$ cat src/rtl/sdp_pkg.sv
`timescale 1ns/1ps
package sdp_pkg;

   typedef enum logic [1:0] {
      FK_NONE  = 2'd0,
      FK_WRITE = 2'd1,
      FK_READ  = 2'd2,
      FK_MODE  = 2'd3
   } frame_kind_e;

   localparam int MODE_CODE_W = 3;

endpackage

$ cat src/rtl/sdp_sync.sv
`timescale 1ns/1ps
module sdp_sync #(
   parameter int          WIDTH   = 3,
   parameter int          STAGES  = 2,
   parameter logic [WIDTH-1:0] RST_VAL = '0
) (
   input  logic             clk,
   input  logic             rst_n,
   input  logic [WIDTH-1:0] d,
   output logic [WIDTH-1:0] q
);

   generate
      if (STAGES == 0) begin : g_pass
         assign q = d;
      end else begin : g_chain
         logic [WIDTH-1:0] sh_q [STAGES];
         always_ff @(posedge clk or negedge rst_n) begin
            if (!rst_n) begin
               for (int i = 0; i < STAGES; i++) sh_q[i] <= RST_VAL;
            end else begin
               sh_q[0] <= d;
               for (int i = 1; i < STAGES; i++) sh_q[i] <= sh_q[i-1];
            end
         end
         assign q = sh_q[STAGES-1];
      end
   endgenerate

endmodule

$ cat src/rtl/sdp_framer.sv
`timescale 1ns/1ps
module sdp_framer
   import sdp_pkg::*;
#(
   parameter int COLS      = 24,
   parameter int ROWS      = 8,
   parameter int ADDR_W    = 5,
   parameter int GROUP     = 3,
   parameter int MODE_ADDR = 24
) (
   input  logic                               clk,
   input  logic                               rst_n,
   input  logic                               rise_i,
   input  logic                               cs_fall_i,
   input  logic                               din_i,
   output logic                               active_o,
   output frame_kind_e                        kind_o,
   output logic [$clog2(ADDR_W+2+GROUP*ROWS)-1:0] cnt_o,
   output logic                               data_vld_o,
   output logic                               data_bit_o,
   output logic [$clog2(GROUP*ROWS+1)-1:0]    idx_o,
   output logic [$clog2(COLS)-1:0]            col_o,
   output logic [$clog2(ROWS)-1:0]            row_o,
   output logic                               end_o
);

   localparam int DATA_BITS = GROUP * ROWS;
   localparam int FRAME_LEN = ADDR_W + 1 + DATA_BITS;
   localparam int CNT_W     = $clog2(FRAME_LEN + 1);
   localparam int IDX_W     = $clog2(DATA_BITS + 1);
   localparam int COL_W     = $clog2(COLS);
   localparam int ROW_W     = $clog2(ROWS);

   logic              active_q;
   logic [CNT_W-1:0]  cnt_q;
   logic [ADDR_W-1:0] addr_q;
   frame_kind_e       kind_q, kind_d;
   logic [IDX_W-1:0]  idx_q;
   logic [COL_W-1:0]  col_q;
   logic [ROW_W-1:0]  row_q;

   logic take, in_addr, at_flag, in_data, addr_ok;

   assign take    = active_q & rise_i;
   assign in_addr = cnt_q <  CNT_W'(ADDR_W);
   assign at_flag = cnt_q == CNT_W'(ADDR_W);
   assign in_data = cnt_q >  CNT_W'(ADDR_W);
   assign addr_ok = addr_q < ADDR_W'(COLS);

   // frame class is settled by the address and the direction flag
   always_comb begin
      if (addr_ok)
         kind_d = din_i ? FK_READ : FK_WRITE;
      else if (addr_q == ADDR_W'(MODE_ADDR) && !din_i)
         kind_d = FK_MODE;
      else
         kind_d = FK_NONE;
   end

   always_ff @(posedge clk or negedge rst_n) begin
      if (!rst_n) begin
         active_q <= 1'b0;
         cnt_q    <= '0;
         addr_q   <= '0;
         kind_q   <= FK_NONE;
         idx_q    <= '0;
         col_q    <= '0;
         row_q    <= '0;
      end else if (!active_q) begin
         if (cs_fall_i) begin
            active_q <= 1'b1;
            cnt_q    <= '0;
            addr_q   <= '0;
            kind_q   <= FK_NONE;
         end
      end else if (rise_i) begin
         cnt_q <= cnt_q + 1'b1;
         if (in_addr) begin
            addr_q <= {addr_q[ADDR_W-2:0], din_i};
         end else if (at_flag) begin
            kind_q <= kind_d;
            col_q  <= addr_ok ? addr_q[COL_W-1:0] : '0;
            row_q  <= '0;
            idx_q  <= '0;
         end else begin
            idx_q <= idx_q + 1'b1;
            if (row_q == ROW_W'(ROWS-1)) begin
               row_q <= '0;
               col_q <= (col_q == COL_W'(COLS-1)) ? '0 : col_q + 1'b1;
            end else begin
               row_q <= row_q + 1'b1;
            end
         end
         if (cnt_q == CNT_W'(FRAME_LEN-1)) active_q <= 1'b0;
      end
   end

   assign active_o   = active_q;
   assign kind_o     = kind_q;
   assign cnt_o      = cnt_q;
   assign data_vld_o = take & in_data;
   assign data_bit_o = din_i;
   assign idx_o      = idx_q;
   assign col_o      = col_q;
   assign row_o      = row_q;
   assign end_o      = take & (cnt_q == CNT_W'(FRAME_LEN-1));

endmodule

$ cat src/rtl/sdp_colmem.sv
`timescale 1ns/1ps
module sdp_colmem #(
   parameter int COLS = 24,
   parameter int ROWS = 8
) (
   input  logic                    clk,
   input  logic                    rst_n,
   input  logic                    wr_vld,
   input  logic                    wr_bit,
   input  logic [$clog2(COLS)-1:0] wr_col,
   input  logic [$clog2(ROWS)-1:0] wr_row,
   output logic                    commit_o,
   input  logic [$clog2(COLS)-1:0] rd_col,
   input  logic [$clog2(ROWS)-1:0] rd_row,
   output logic                    rd_bit,
   input  logic [$clog2(COLS)-1:0] scan_col,
   output logic [ROWS-1:0]         scan_bits
);

   localparam int COL_W = $clog2(COLS);
   localparam int ROW_W = $clog2(ROWS);

   logic [ROWS-1:0] mem_q [COLS];
   logic [ROWS-2:0] part_q;
   logic            last_row;

   assign last_row = wr_row == ROW_W'(ROWS-1);
   assign commit_o = wr_vld & last_row;

   // rows gather in a staging register; the column lands on its last row
   always_ff @(posedge clk or negedge rst_n) begin
      if (!rst_n) begin
         for (int c = 0; c < COLS; c++) mem_q[c] <= '0;
         part_q <= '0;
      end else if (wr_vld) begin
         if (last_row) mem_q[wr_col] <= {wr_bit, part_q};
         else          part_q[wr_row] <= wr_bit;
      end
   end

   assign rd_bit    = mem_q[rd_col][rd_row];
   assign scan_bits = ({1'b0, scan_col} < (COL_W+1)'(COLS)) ? mem_q[scan_col] : '0;

endmodule

$ cat src/rtl/ser_disp_port.sv
`timescale 1ns/1ps
module ser_disp_port
   import sdp_pkg::*;
#(
   parameter int COLS        = 24,
   parameter int ROWS        = 8,
   parameter int ADDR_W      = 5,
   parameter int GROUP       = 3,
   parameter int MODE_ADDR   = 24,
   parameter int SYNC_STAGES = 2
) (
   input  logic                    clk,
   input  logic                    rst_n,
   input  logic                    ser_clk,
   input  logic                    ser_csn,
   input  logic                    ser_din,
   output logic                    ser_dout,
   input  logic [$clog2(COLS)-1:0] scan_col,
   output logic [ROWS-1:0]         scan_bits,
   output logic [MODE_CODE_W-1:0]  bp_sel,
   output logic                    is_master
);

   localparam int DATA_BITS = GROUP * ROWS;
   localparam int FRAME_LEN = ADDR_W + 1 + DATA_BITS;
   localparam int CNT_W     = $clog2(FRAME_LEN + 1);
   localparam int IDX_W     = $clog2(DATA_BITS + 1);
   localparam int COL_W     = $clog2(COLS);
   localparam int ROW_W     = $clog2(ROWS);

   generate
      if (COLS >= 2**ADDR_W || MODE_ADDR < COLS || MODE_ADDR >= 2**ADDR_W ||
          ROWS < 2 || ADDR_W < 2 || DATA_BITS < MODE_CODE_W + 1) begin : g_bad_cfg
         $error("ser_disp_port: parameter set out of range");
      end
   endgenerate

   // ---- pin synchronisation and edge detection
   logic [2:0] s_vec;
   logic       p_clk, p_csn;
   logic       ev_rise, ev_fall, ev_cs_fall, ev_cs_rise;

   sdp_sync #(.WIDTH(3), .STAGES(SYNC_STAGES), .RST_VAL(3'b010)) u_sync (
      .clk(clk), .rst_n(rst_n), .d({ser_din, ser_csn, ser_clk}), .q(s_vec));

   always_ff @(posedge clk or negedge rst_n) begin
      if (!rst_n) begin
         p_clk <= 1'b0;
         p_csn <= 1'b1;
      end else begin
         p_clk <= s_vec[0];
         p_csn <= s_vec[1];
      end
   end

   assign ev_rise    =  s_vec[0] & ~p_clk;
   assign ev_fall    = ~s_vec[0] &  p_clk;
   assign ev_cs_fall = ~s_vec[1] &  p_csn;
   assign ev_cs_rise =  s_vec[1] & ~p_csn;

   // ---- frame decode
   logic              f_active, f_vld, f_bit, f_end;
   frame_kind_e       f_kind;
   logic [CNT_W-1:0]  f_cnt;
   logic [IDX_W-1:0]  f_idx;
   logic [COL_W-1:0]  f_col;
   logic [ROW_W-1:0]  f_row;

   sdp_framer #(.COLS(COLS), .ROWS(ROWS), .ADDR_W(ADDR_W), .GROUP(GROUP),
                .MODE_ADDR(MODE_ADDR)) u_framer (
      .clk(clk), .rst_n(rst_n), .rise_i(ev_rise), .cs_fall_i(ev_cs_fall),
      .din_i(s_vec[2]), .active_o(f_active), .kind_o(f_kind), .cnt_o(f_cnt),
      .data_vld_o(f_vld), .data_bit_o(f_bit), .idx_o(f_idx), .col_o(f_col),
      .row_o(f_row), .end_o(f_end));

   // ---- picture memory
   logic m_commit, m_rd_bit;

   sdp_colmem #(.COLS(COLS), .ROWS(ROWS)) u_mem (
      .clk(clk), .rst_n(rst_n),
      .wr_vld(f_vld && f_kind == FK_WRITE), .wr_bit(f_bit),
      .wr_col(f_col), .wr_row(f_row), .commit_o(m_commit),
      .rd_col(f_col), .rd_row(f_row), .rd_bit(m_rd_bit),
      .scan_col(scan_col), .scan_bits(scan_bits));

   // ---- mode register: staged during the frame, applied on its last clock
   logic [MODE_CODE_W-1:0] code_stage, bp_q;
   logic                   mst_stage, master_q;

   always_ff @(posedge clk or negedge rst_n) begin
      if (!rst_n) begin
         code_stage <= '0;
         mst_stage  <= 1'b0;
         bp_q       <= '0;
         master_q   <= 1'b0;
      end else begin
         if (f_vld && f_kind == FK_MODE) begin
            if (f_idx < IDX_W'(MODE_CODE_W))
               code_stage[MODE_CODE_W-1 - int'(f_idx)] <= f_bit;
            else if (f_idx == IDX_W'(MODE_CODE_W))
               mst_stage <= f_bit;
         end
         if (f_end && f_kind == FK_MODE) begin
            bp_q     <= code_stage;
            master_q <= mst_stage;
         end
      end
   end

   // ---- read path: bit fetched at the rising edge, shown at the falling edge
   logic pend_q, armed_q, dout_q;

   always_ff @(posedge clk or negedge rst_n) begin
      if (!rst_n) begin
         pend_q  <= 1'b0;
         armed_q <= 1'b0;
         dout_q  <= 1'b1;
      end else begin
         if (f_vld && f_kind == FK_READ) begin
            pend_q  <= m_rd_bit;
            armed_q <= 1'b1;
         end
         if (!f_active && (ev_cs_fall || ev_cs_rise)) dout_q <= 1'b1;
         if (ev_fall && armed_q) begin
            dout_q  <= pend_q;
            armed_q <= 1'b0;
         end
      end
   end

   assign ser_dout  = dout_q;
   assign bp_sel    = bp_q;
   assign is_master = master_q;

endmodule

$ cat config.mk
export PLATFORM = sky130hd
export DESIGN_NAME = ser_disp_port
export DESIGN_NICKNAME = d
export VERILOG_FILES = /design/src/rtl/sdp_pkg.sv /design/src/rtl/sdp_sync.sv /design/src/rtl/sdp_framer.sv /design/src/rtl/sdp_colmem.sv /design/src/rtl/ser_disp_port.sv
export SDC_FILE = /design/constraint.sdc
export NUM_CORES = 1
export LEC_CHECK = 0
export ABC_AREA = 1
export CAP_MARGIN = 20
export CORE_MARGIN = 2
export CORE_UTILIZATION = 55
export CTS_CLUSTER_DIAMETER = 150
export CTS_CLUSTER_SIZE = 30
export DETAILED_ROUTE_END_ITERATION = 12
export MAX_ROUTING_LAYER = met4
export PLACE_DENSITY = 0.78
export REMOVE_ABC_BUFFERS = 1
export SLEW_MARGIN = 15
export SYNTH_ARGS = -nofsm -noshare
export SYNTH_HDL_FRONTEND = slang
export SYNTH_SLANG_ARGS = --single-unit
$ cat constraint.sdc
create_clock -name clk -period 2.2 [get_ports clk]
set_input_delay 0.44 -clock clk [delete_from_list [all_inputs] [get_ports clk]]
set_output_delay 0.44 -clock clk [all_outputs]
set_load 0.02 [all_outputs]
==> results.yml <==
die:
  ios: 23
  start_util_pct: 56.3
  die_w_um: 162
  die_area_um2: 26200
  rows: 57
  core_um2: 24400
  die_h_um: 162
sta:
  min_period_ns: 2.46
  whs_ns: 0.340
  fin_crit_sh_pct: 112
  slew_headroom_pct: 55.4
  setup_viol: 8
  drv_slew: 0
  hold_violations: 0
  fmax_mhz: 407
  setup_slack_ns: -0.256
  skew_ns: 0.0314
  rsz0062_at_grt: "yes"
  worstMarginPinSlew_ns: 0.668
global_route:
  grt.overflow.total: 0
  grt_use_total_pct: 33.9
  grt_max_degree: 65
  grt_pass1_wl_mm: 68.4
  antenna_found_initial: 0
  grt_pass1_vias: 12700
setup_path:
  path_class: "reg -> out"
  max_stage_delay_ns: 0.42
  crit_arrival_ns: 2.02
  crit_buf_inv: 2
  cp_cell_sequence: "inv_2, nor2_2, a211oi_4, o21ai_1, nand2_1, o22ai_2, nand2_2, o41ai_4, buf_4"
  cp-start-kind: "flop"
  path_max_fanout: 2
  end_kind: "output pin"
  crit_required_ns: 1.76
  critPathSlowestCell: "dfrtp_1"
  cp_top_family: "compound AO/OA/AOI/OAI gates"
clocking:
  clk_root_buffer_cell: "clkbuf_16"
  numCtsBuffers: 12
  htree_levels: 1
  cts_tree: "yes"
  clk_latency_ns: 0.49
  cts_buffer_depth: 3
  clk_pin_slew_worst_paths_ns: 0.12
  clock-sinks: 244
finish:
  syn_to_final_growth_pct: 19.0
  final_layout_size_suffix_gt1_share_pct: 17.1
  fin_nets: 1989
  antenna_cells: 0
  final_cells: 2293
synthesis:
  yosysWarningCount: 0
  yosysUniqueCellTypes: 41
  yosys-top-cells-area: "dfrtp_1 44%, nand2_1 15%, o21ai_1 6.7%"
  synth_area_leader_cell: "dfrtp_1"
  yosysTopAreaCellShare_pct: 43.8
  yosysSeqAreaShare_pct: 44.5
  syn_inst: 1858
  synth.avg_cell_area_um2: 7.39
  syn-cell-area_um2: 13700
  synth_seq_cells: 244
detailed_routing:
  dr.pass1.iters: 7
  detail_route.vias_per_cell: 5.85
  drt_iter0_drc: 1708
  wl_mm: 43.2
  final_antenna_net_count: 0
  drc_errors: 0
  avgRoutedWirePerCell_um: 18.8
  num_vias: 13400
worst_hold_path:
  hold_path.class: "in -> reg"
pwr:
  powerDensity_nw_per_um2: 728
  ir_drop_mv: 0.635
  leakagePower_nw: 7.81
placement:
  place_congestion: 1.00
  portBuffers: 22
  dp.cells: 2253
  place_hpwl_mm: 29.0
run:
  max_cap_viol_count: 0
outcome:
  violations: "setup timing"
  outcome: "finished, violations left"
==> final timing paths <==
check	from	end	slack, ns	cells after the start
worst max-delay path	u_mem.mem_q[189]	scan_bits[5]	-0.26	9
min in group asynchronous	rst_n	u_mem.mem_q[185]	0.49	2
worst max register to register	u_framer.col_o[0]	pend_q	0.13	14
max in group asynchronous	rst_n	u_mem.mem_q[59]	1.01	3
worst min-delay path	ser_csn	u_sync.g_chain.sh_q[4]	0.34	1
worst min register to register	u_sync.g_chain.sh_q[3]	u_sync.q[0]	0.36	0
==> layer usage <==
layer / global-route usage, % / vias up / share of wire (%)
met5: - / - / 0
met4: 17.3 / 0 / 5.1
met3: 5.08 / 147 / 9.2
met2: 51.7 / 723 / 45
met1: 44.4 / 6309 / 40
li1: - / 6230 / -
==> layout make-up <==
cell class	instances	area, um^2
Tap cell	324	405
Clock buffer	16	337
Clock inverter	1	30.0
Inverter	183	698
Fill cell	2015	8060
Multi-Input combinational cell	1314	6660
Timing Repair Buffer	211	2090
Sequential cell	244	6120
==> power by group <==
group	internal, mW	total, mW	switching, mW
sequential	4.74	4.97	0.232
combinational	1.43	4.28	2.85
clock	1.12	2.64	1.53
total	7.28	11.9	4.61
==> synth_stat cells <==
cell       instances
o21ai_1          183
nand2_1          561
clkbuf_1          82
a211oi_1          18
o41ai_1            7
a21oi_1           86
or2_2              8
buf_6             18
buf_2             12
o221ai_1           7
o211ai_1          33
a32oi_1            2
dfrtp_1          240
nor3b_1            1
o21bai_1           5
a31oi_1            3
nor3_4             1
xnor2_1            2
nor3_1             6
dfstp_2            4
o21a_1             1
nor2_1           135
inv_1            178
nor2_8             5
o21ai_2            3
nand4_1            2
clkinv_2           1
nand2_4           21
mux2_2             4
xor2_1             2
o21ai_0          113
mux2i_1            1
o2111ai_1          2
a21boi_0           1
buf_1              5
nand3_1           67
nand2_2            6
o22ai_1           14
clkinv_1           4
ha_1              13
o31ai_1            1
==> through the flow <==
stage	setup slack (ns)	power [mW]	area, um^2	TNS [ns]	util (%)
floorplan	-2.60	7.44	13100	-373.40	-
global placement	-0.897	8.96	15300	-6.16	62.8
detailed placement	-0.884	9.08	15300	-6.03	62.8
CTS	-0.162	11.8	16000	-1.08	65.8
global route	-0.303	12.5	16300	-1.67	67.0
finish	-0.256	11.9	16300	-1.31	67.0
==> flip-flops by register name, indices dropped and copies added, names as in the netlist <==
name                 flops
u_mem.part_q             7
u_framer.idx_o           5
u_framer.row_o           3
code_stage               3
u_mem.mem_q            192
u_framer.col_o           5
ser_dout                 1
u_framer.cnt_o           5
u_framer.kind_o          2
u_framer.addr_q          5
bp_sel                   3
mst_stage                1
pend_q                   1
armed_q                  1
p_csn                    1
p_clk                    1
u_framer.active_o        1
is_master                1
u_sync.q                 3
u_sync.g_chain.sh_q      3
==> cells by family (layout without fill, tap and decap cells) <==
logic type / after synthesis / after routing / share of synthesized area [%]
DFF: 244 / 244 / 44.5
muxes: 5 / 5 / 0.401
AOI/OAI and AO/OA: 479 / 479 / 19.3
and+or+nand+nor: 813 / 813 / 25.1
buffers and inverters: 300 / 411 / 9.31
xor gates and xnor gates: 4 / 4 / 0.255
adders and majority gates: 13 / 13 / 1.19
==> cells in the final DEF, fill, tap and decap left out, drive strengths merged, types with 17 or more instances in the layout <==
cell type    n
a211oi      18
a21oi       86
buf        197
clkbuf      17
dfrtp      240
inv        180
nand2      588
nand3       67
nor2       140
o211ai      33
o21ai      299
==> what timing repair did <==
action,4_1_cts,5_1_grt
buffers inserted,7,12
gates cloned,3,1
pin swaps,29,33
endpoints found under the setup margin,8,105
endpoints found under the hold margin,57,0
hold buffers,1,0
resized for setup,127,46
Power figures use the tool's default switching activity.
